### config.mk
export PLATFORM = sky130hd
export DESIGN_NAME = ffg_flag_gen
export DESIGN_NICKNAME = d
export VERILOG_FILES = /design/src/rtl/ffg_pkg.sv /design/src/rtl/ffg_threshold.sv /design/src/rtl/ffg_distance.sv /design/src/rtl/ffg_flag_reg.sv /design/src/rtl/ffg_flag_gen.sv
export SDC_FILE = /design/constraint.sdc
export NUM_CORES = 1
export LEC_CHECK = 0
export ABC_AREA = 0
export BUFFER_PORTS_ARGS = -buffer_cell sky130_fd_sc_hd__buf_4
export CORE_MARGIN = 5
export CORE_UTILIZATION = 60
export DETAILED_ROUTE_END_ITERATION = 8
export MAX_ROUTING_LAYER = met4
export PLACE_DENSITY = 0.75
export SYNTH_ARGS = -nofsm -noshare
export SYNTH_HDL_FRONTEND = slang
export SYNTH_SLANG_ARGS = --single-unit
export TNS_END_PERCENT = 5
### constraint.sdc
create_clock -name clk -period 32.4 [get_ports clk]
set_clock_uncertainty 0.15 [all_clocks]
set_input_delay 4.86 -clock clk [delete_from_list [all_inputs] [get_ports clk]]
set_output_delay 4.86 -clock clk [all_outputs]
set_load 0.005 [all_outputs]
### src/rtl/ffg_pkg.sv
package ffg_pkg;

  localparam int K_BITS = 7;
  localparam int K_MIN  = 1;
  localparam int K_MAX  = 79;
  localparam int FRACS  = 80;

  function automatic int clamp_k(input int k);
    if (k < K_MIN) return K_MIN;
    if (k > K_MAX) return K_MAX;
    return k;
  endfunction

  function automatic int frac_words(input int depth, input int k);
    return (depth * clamp_k(k)) / FRACS;
  endfunction

  function automatic int mod_sub(input int a, input int b, input int depth);
    if (a >= b) return a - b;
    return a + depth - b;
  endfunction

endpackage

### src/rtl/ffg_threshold.sv
module ffg_threshold
  import ffg_pkg::*;
#(
  parameter int DEPTH = 1000,
  parameter int AW    = 10
) (
  input  logic [K_BITS-1:0] k_in,
  output logic [AW:0]       thr_words
);
  always_comb begin
    thr_words = (AW+1)'(frac_words(DEPTH, int'(k_in)));
  end
endmodule

### src/rtl/ffg_distance.sv
module ffg_distance
  import ffg_pkg::*;
#(
  parameter int DEPTH = 1000,
  parameter int AW    = 10
) (
  input  logic [AW-1:0] wr_ptr,
  input  logic [AW-1:0] rd_ptr,
  output logic [AW-1:0] lag,
  output logic [AW-1:0] lead,
  output logic          equal
);
  always_comb begin
    lag   = AW'(mod_sub(int'(wr_ptr), int'(rd_ptr), DEPTH));
    lead  = AW'(mod_sub(int'(rd_ptr), int'(wr_ptr), DEPTH));
    equal = (wr_ptr == rd_ptr);
  end
endmodule

### src/rtl/ffg_flag_reg.sv
module ffg_flag_reg #(
  parameter int DEPTH = 1000,
  parameter int AW    = 10
) (
  input  logic          clk,
  input  logic          rst_n,
  input  logic [AW-1:0] lag,
  input  logic [AW-1:0] lead,
  input  logic          equal,
  input  logic [AW:0]   thr_empty,
  input  logic [AW:0]   thr_full,
  input  logic          ptr_jump,
  output logic          almost_empty,
  output logic          almost_full,
  output logic          collide,
  output logic          flags_valid
);
  localparam logic [AW:0] DEPTH_W = (AW+1)'(DEPTH);

  logic          valid_n;
  logic          ae_n;
  logic          af_n;
  logic [AW:0]   full_limit;

  always_comb begin
    full_limit = DEPTH_W - thr_full;
    valid_n    = flags_valid && !ptr_jump;
    ae_n       = valid_n && ({1'b0, lag} < thr_empty);
    af_n       = valid_n && !equal && ({1'b0, lead} < full_limit);
  end

  always_ff @(posedge clk) begin
    if (!rst_n) begin
      almost_empty <= 1'b0;
      almost_full  <= 1'b0;
      collide      <= 1'b0;
      flags_valid  <= 1'b1;
    end else begin
      almost_empty <= ae_n;
      almost_full  <= af_n;
      collide      <= equal;
      flags_valid  <= valid_n;
    end
  end
endmodule

### src/rtl/ffg_flag_gen.sv
module ffg_flag_gen
  import ffg_pkg::*;
#(
  parameter int DEPTH = 1000,
  localparam int AW   = $clog2(DEPTH)
) (
  input  logic              clk,
  input  logic              rst_n,
  input  logic [AW-1:0]     wr_ptr,
  input  logic [AW-1:0]     rd_ptr,
  input  logic [K_BITS-1:0] empty_k,
  input  logic [K_BITS-1:0] full_k,
  input  logic              ptr_jump,
  output logic              almost_empty,
  output logic              almost_full,
  output logic              collide,
  output logic              flags_valid
);
  localparam int N_THR = 2;

  logic [K_BITS-1:0] k_sel [N_THR];
  logic [AW:0]       thr_w [N_THR];
  logic [AW:0]       thr_e_w;
  logic [AW:0]       thr_f_w;
  logic [AW-1:0]     lag_w;
  logic [AW-1:0]     lead_w;
  logic              equal_w;

  assign k_sel[0] = empty_k;
  assign k_sel[1] = full_k;
  assign thr_e_w  = thr_w[0];
  assign thr_f_w  = thr_w[1];

  for (genvar g = 0; g < N_THR; g++) begin : g_thr
    ffg_threshold #(.DEPTH(DEPTH), .AW(AW)) u_thr (
      .k_in      (k_sel[g]),
      .thr_words (thr_w[g])
    );
  end

  ffg_distance #(.DEPTH(DEPTH), .AW(AW)) u_dist (
    .wr_ptr (wr_ptr),
    .rd_ptr (rd_ptr),
    .lag    (lag_w),
    .lead   (lead_w),
    .equal  (equal_w)
  );

  ffg_flag_reg #(.DEPTH(DEPTH), .AW(AW)) u_flags (
    .clk          (clk),
    .rst_n        (rst_n),
    .lag          (lag_w),
    .lead         (lead_w),
    .equal        (equal_w),
    .thr_empty    (thr_e_w),
    .thr_full     (thr_f_w),
    .ptr_jump     (ptr_jump),
    .almost_empty (almost_empty),
    .almost_full  (almost_full),
    .collide      (collide),
    .flags_valid  (flags_valid)
  );
endmodule

==> summary.md, run 1 <==
| Metric | Value |
|---|---|
| Status | finished, final reports clean |
| CTS tree | done |
| Filler cells | about 1300 |
| Leading cell types in the layout, fill and taps excluded | ha_1, inv_1, nor2_1, nand2_1, a21oi_1 |
| Count of hold-fix buffers inserted at cts | 0 |
| H-Tree Depth | 1 |
| Average routed wire per standard cell | 15.77 um |
| Crit path launch type | primary input |
| Num CTS Buffers | 3 |
| Sequential cell area fraction in the yosys report | less than 1% |
| Resize count post-CTS | 0 |
| CTS clk-pin slew, worst paths | roughly 0.03 ns |
| Max-cap viol count | 0 |
| Critical path class | in2reg |
| Routed Antenna Nets | 0 |
| Initial drt markers | a little under 700 |
| Unrepaired setup endpoints after global routing | false |
| CP endpoint kind | register |
| Yosys cell types | 109 |
| WP buf/inv | 5 |
| Final TNS setup | 0 ns |
| Fin cells | approximately 1400 |
| GRT overflow | 0 |
| Gate Count Post-Synth | around 1200 |
| Endpoints failing setup | 0 |
| Detailed Route WL | between 20000 and 25000 um |
| Total number of vias | between 8000 and 9000 |
| Yosys warnings | 0 |
| I/O Pins | between 40 and 50 |
| Clk buf depth | 2 |
| Worst-Skew Late Latency | between 0.2 and 0.25 ns |
| Share of flip-flops with an asynchronous set or reset | 0% |
| Number of synthesized register bits | 4 |
| Slew @ Worst Pin | 1.049 ns |
| Most common cell after layout, fill and taps aside | ha_1 |
| Critical Path Max Stage Delay | between 0.6 and 0.7 ns |
| Worst path top cell family by delay | compound AO/OA/AOI/OAI gates |
| Vias in the first global route | ~8000 |
| Fmax | 0.06372 GHz |
| Initial antenna violation count | 0 |
| Final Hold Viols | 0 |
| Fraction of layout cells with a size suffix above 1 | under 10% |
| Antenna Cells | 0 |
| Worst rel slew slack | 30.06% |
| Setup Fix Bufs, Post-CTS | 0 |
| Worst Path Max Fanout | 9 |
| Vias per cell | 6.389 |
| Worst min-delay path category | reg2reg |
| Layout area overhead | 4.571% |
| Slew Viols, Final | 0 |
| Period utilisation layout | between 40% and 50% |
| CP required | 32.41 ns |
| Post-synth EDFFs | 0 |
| Core area | ~15000 um2 |
| Drt first pass iters | 8 |
| Worst hold slack | between 0.3 and 0.4 ns |
| Final Wtd Congestion | between 0.9 and 1 |
| Final Critical Period | between 15 and 20 ns |
| Worst path most repeated cell | ha_1 |
| PnR worst setup slack | between 15 and 20 ns |
| First-pass GRT wire length | roughly 37000 um |
| # port buffers | 40 |
| Crit path DAT | about 16 ns |
| Placed instance count | ~1400 |
| CP max stage cell | a2111oi_0 |
| Synth Flop Type | dfxtp_1 |
| Worst slack, placed | between 15 and 20 ns |
| CTS root buf | clkbuf_16 |
| Clock sink count | 4 |
| GRT Overall Usage | 24.42% |
| Syn avg cell area | 7.443 um2 |
| Die Height | approximately 130 um |
| DP HPWL | between 15000 and 20000 um |
| Largest net degree at the start of global routing | 27 |
| Post-Syn Nets | around 1400 |
| Rows | 44 |
| Die W | 132.5 um |
| Die area | 17560 um2 |
| Nets@finish | 1434 |
| Synthesized area | 9006 um2 |
| Initial core utilization | approximately 60% |
| DRC errors left | 0 |
## per-stage QoR
stage,area (um2),util [%]
after CTS,9418,64.31
final,9418,64.31
after global placement,9343,63.80
after global routing,9418,64.31
after detailed placement,9343,63.80
after floorplan,9006,-
## worst register-to-register path, stage by stage, from the launching register on
cell,delay [ns]
dfxtp_1,0.35
nand3b_1,0.20
nor2_1,0.33
nand4_1,0.23
mux2_2,0.35
o211ai_2,0.06
## registers in the layout, summed over array words and instances (netlist names)
name,count
u_flags.almost_full,1
u_flags.flags_valid,1
u_flags.collide,1
u_flags.almost_empty,1
## kinds of logic (layout without fill, tap and decap cells)
kind of cell	Yosys count	in the layout	share of synthesized area [%]
xor+xnor	63	63	6.335
flops	4	4	0.8892
compound gates	394	394	33.93
buf+inv	183	184	8.113
simple gates	366	366	19.76
mux	14	14	1.598
fa+ha+maj	186	186	29.38
## synthesized netlist by cell type, types with 16 or more instances
cell	number	area, um2
o211ai_1	18	135.1
nand3_1	33	165.2
a21o_1	26	195.2
a21oi_1	90	450.4
nor2_1	103	386.6
nand2_1	90	337.8
ha_1	141	1764
o21ai_0	49	245.2
buf_2	17	85.08
inv_1	138	518.0
xnor2_1	39	341.6
fa_1	43	860.8
a211oi_1	16	120.1
or3_1	16	100.1
nor3_1	29	145.1
clkbuf_1	20	75.07
xor2_1	23	201.4
## final cells by class
cell class | instances | area [um2] | area share (%)
multi-input combinational | 1023 | 8195 | 87.02
tap | 184 | 230.2 | 2.445
sequential | 4 | 80.08 | 0.8503
clock buffer | 3 | 75.07 | 0.7971
inverter | 139 | 521.8 | 5.540
timing repair buffer | 42 | 315.3 | 3.348
## metal layers
layer | GRT usage (%) | share of wire, %
met1 | 34.96 | 49
met2 | 37.35 | 43
met3 | 2.923 | 6.1
met4 | 4.561 | 1.9
met5 | - | 0
## worst paths after layout
path / start / endpoint / slack [ns] / cells after the start
max: full_k[6] / u_flags.almost_full$_SDFF_PN0_ / 16.71 / 44
min reg2reg: u_flags.flags_valid$_SDFF_PN1_ / u_flags.flags_valid$_SDFF_PN1_ / 0.38 / 2
max reg2reg: u_flags.flags_valid$_SDFF_PN1_ / u_flags.almost_full$_SDFF_PN0_ / 30.68 / 5
min: u_flags.flags_valid$_SDFF_PN1_ / u_flags.flags_valid$_SDFF_PN1_ / 0.38 / 2
Power of run 1 is not shown: default switching activity piles up to over one toggle a cycle in this logic, so the estimate is an artifact.
==> run 2, diff against run 1 <==
- clock period: 32.4 -> 14.7 ns (I/O delays scaled with it)
==> summary.md, run 2 (synthesis gave the netlist of run 1 again) <==
| Metric | Value |
|---|---|
| Status | finished, final reports clean |
| Max-cap viol count | 0 |
| Unrepaired setup endpoints after global routing | false |
| Resize count post-CTS | 0 |
| Period utilisation layout | between 80 and 90% |
| Critical Path Max Stage Delay | 0.56 ns |
| Dpl cell area | 9343 um2 |
| GRT Overall Usage | 24.43% |
| Clock sink count | 4 |
| Largest net degree at the start of global routing | 27 |
| Initial antenna violation count | 0 |
| Vias per cell | around 6.4 |
| Critical path class | in2reg |
| Vias in the first global route | 7995 |
| Antenna Cells | 0 |
| Layout area overhead | 4.571% |
| Crit path DAT | 12.86 ns |
| R2r setup slk | between 10 and 15 ns |
| Slew @ Worst Pin | 1.058 ns |
| Core area | 14640 um2 |
| Detailed Route WL | between 20000 and 25000 um |
| Fmax | approximately 0.078 GHz |
| Num CTS Buffers | 3 |
| Initial core utilization | 61.50% |
| CTS clk-pin slew, worst paths | 0.03 ns |
| Final Wtd Congestion | approximately 0.93 |
| Worst rel slew slack | between 20% and 30% |
| R2r endpoint | u_flags.almost_full$_SDFF_PN0_ |
| CTS tree | done |
| Worst setup path start | full_k[6] |
| # port buffers | 40 |
| CP required | 14.70 ns |
| Slew Viols, Final | 0 |
| Die Height | about 130 um |
| Crit path launch type | primary input |
| I/O Pins | 41 |
| Filler cells | ~1400 |
| DP HPWL | between 15000 and 20000 um |
| GRT overflow | 0 |
| Worst path most repeated cell | ha_1 |
| Final TNS setup | 0 ns |
| Total number of vias | about 8900 |
| First-pass GRT wire length | 36880 um |
| Leading cell types in the layout, fill and taps excluded | ha_1, inv_1, nor2_1, nand2_1, a21oi_1 |
| Initial drt markers | about 630 |
| Final Hold Viols | 0 |
| Worst min-delay path category | reg2reg |
| DRC errors left | 0 |
| Routed Antenna Nets | 0 |
| Register area | approximately 80 um2 |
| RR Startpoint | u_flags.flags_valid$_SDFF_PN1_ |
| H-Tree Depth | 1 |
| Clk buf depth | 2 |
| Endpoints failing setup | 0 |
| Die area | roughly 18000 um2 |
| Worst-Skew Late Latency | around 0.23 ns |
| Multi-input gate area | roughly 8200 um2 |
| Nets@finish | between 1000 and 1500 |
| Most common cell after layout, fill and taps aside | ha_1 |
| Setup Fix Bufs, Post-CTS | 0 |
| Final Critical Period | 12.85 ns |
| Path depth of the worst reg2reg path | 5 |
| Average routed wire per standard cell | approximately 16 um |
| Drt first pass iters | 5 |
| CP max stage cell | mux2i_1 |
| Fraction of layout cells with a size suffix above 1 | under 10% |
| Worst Path Max Fanout | 14 |
| CP endpoint kind | register |
| Die W | 132.5 um |
| Count of hold-fix buffers inserted at cts | 0 |
| CTS root buf | clkbuf_16 |
| Setup crit end | u_flags.almost_full$_SDFF_PN0_ |
| Rows | 44 |
| Final Instance Area | around 9400 um2 |
-- run 2: cell counts in the layout (fill, tap and decap cells not counted) --
No cell type changed its count.
-- run 2: layer usage --
metal / wire length, um / share of wire (%) / up-vias / track usage, %
met4: 153 / 0.70 / 0 / 2.598
li1: - / - / 4450 / -
met5: 0 / 0 / - / -
met1: 10690 / 49 / 4126 / 35.81
met3: 1273 / 5.8 / 15 / 2.164
met2: 9647 / 44 / 288 / 37.86
-- run 2: worst max-delay path: cells and delay by family --
kind | cells | cell delay [ns]
fa+ha+maj | 7 | 2.50
compound gates | 18 | 4.24
mux | 2 | 0.72
buf+inv | 5 | 0.55
simple gates | 10 | 2.30
xor+xnor | 2 | 0.32
-- run 2: worst min path at each step --
stage                                          end  depth (start not counted)  slack (ns)                      startpoint
floorplan           u_flags.flags_valid$_SDFF_PN1_                          2        0.32  u_flags.flags_valid$_SDFF_PN1_
global placement    u_flags.flags_valid$_SDFF_PN1_                          2        0.33  u_flags.flags_valid$_SDFF_PN1_
detailed placement  u_flags.flags_valid$_SDFF_PN1_                          2        0.34  u_flags.flags_valid$_SDFF_PN1_
CTS                 u_flags.flags_valid$_SDFF_PN1_                          2        0.35  u_flags.flags_valid$_SDFF_PN1_
global route        u_flags.flags_valid$_SDFF_PN1_                          2        0.42  u_flags.flags_valid$_SDFF_PN1_
finish              u_flags.flags_valid$_SDFF_PN1_                          2        0.34  u_flags.flags_valid$_SDFF_PN1_
-- run 2: final cells by class --
type,instances,area share (%)
Multi-Input combinational cell,1023,87.02
Inverter,139,5.540
Timing Repair Buffer,42,3.348
Tap cell,184,2.445
Sequential cell,4,0.8503
Clock buffer,3,0.7971
-- run 2: through the flow --
stage                     hold WS, ns  utilization, %  instances  worst slack, ns
after floorplan                0.3201               -       1210            3.040
after global placement         0.3289           63.80       1392            1.928
after detailed placement       0.3399           63.80       1392            1.657
after CTS                      0.3485           64.31       1395            1.849
after global routing           0.4151           64.31       1395           0.8544
final                          0.3414           64.31       1395            1.847
Power of run 2 is left out for the same reason.
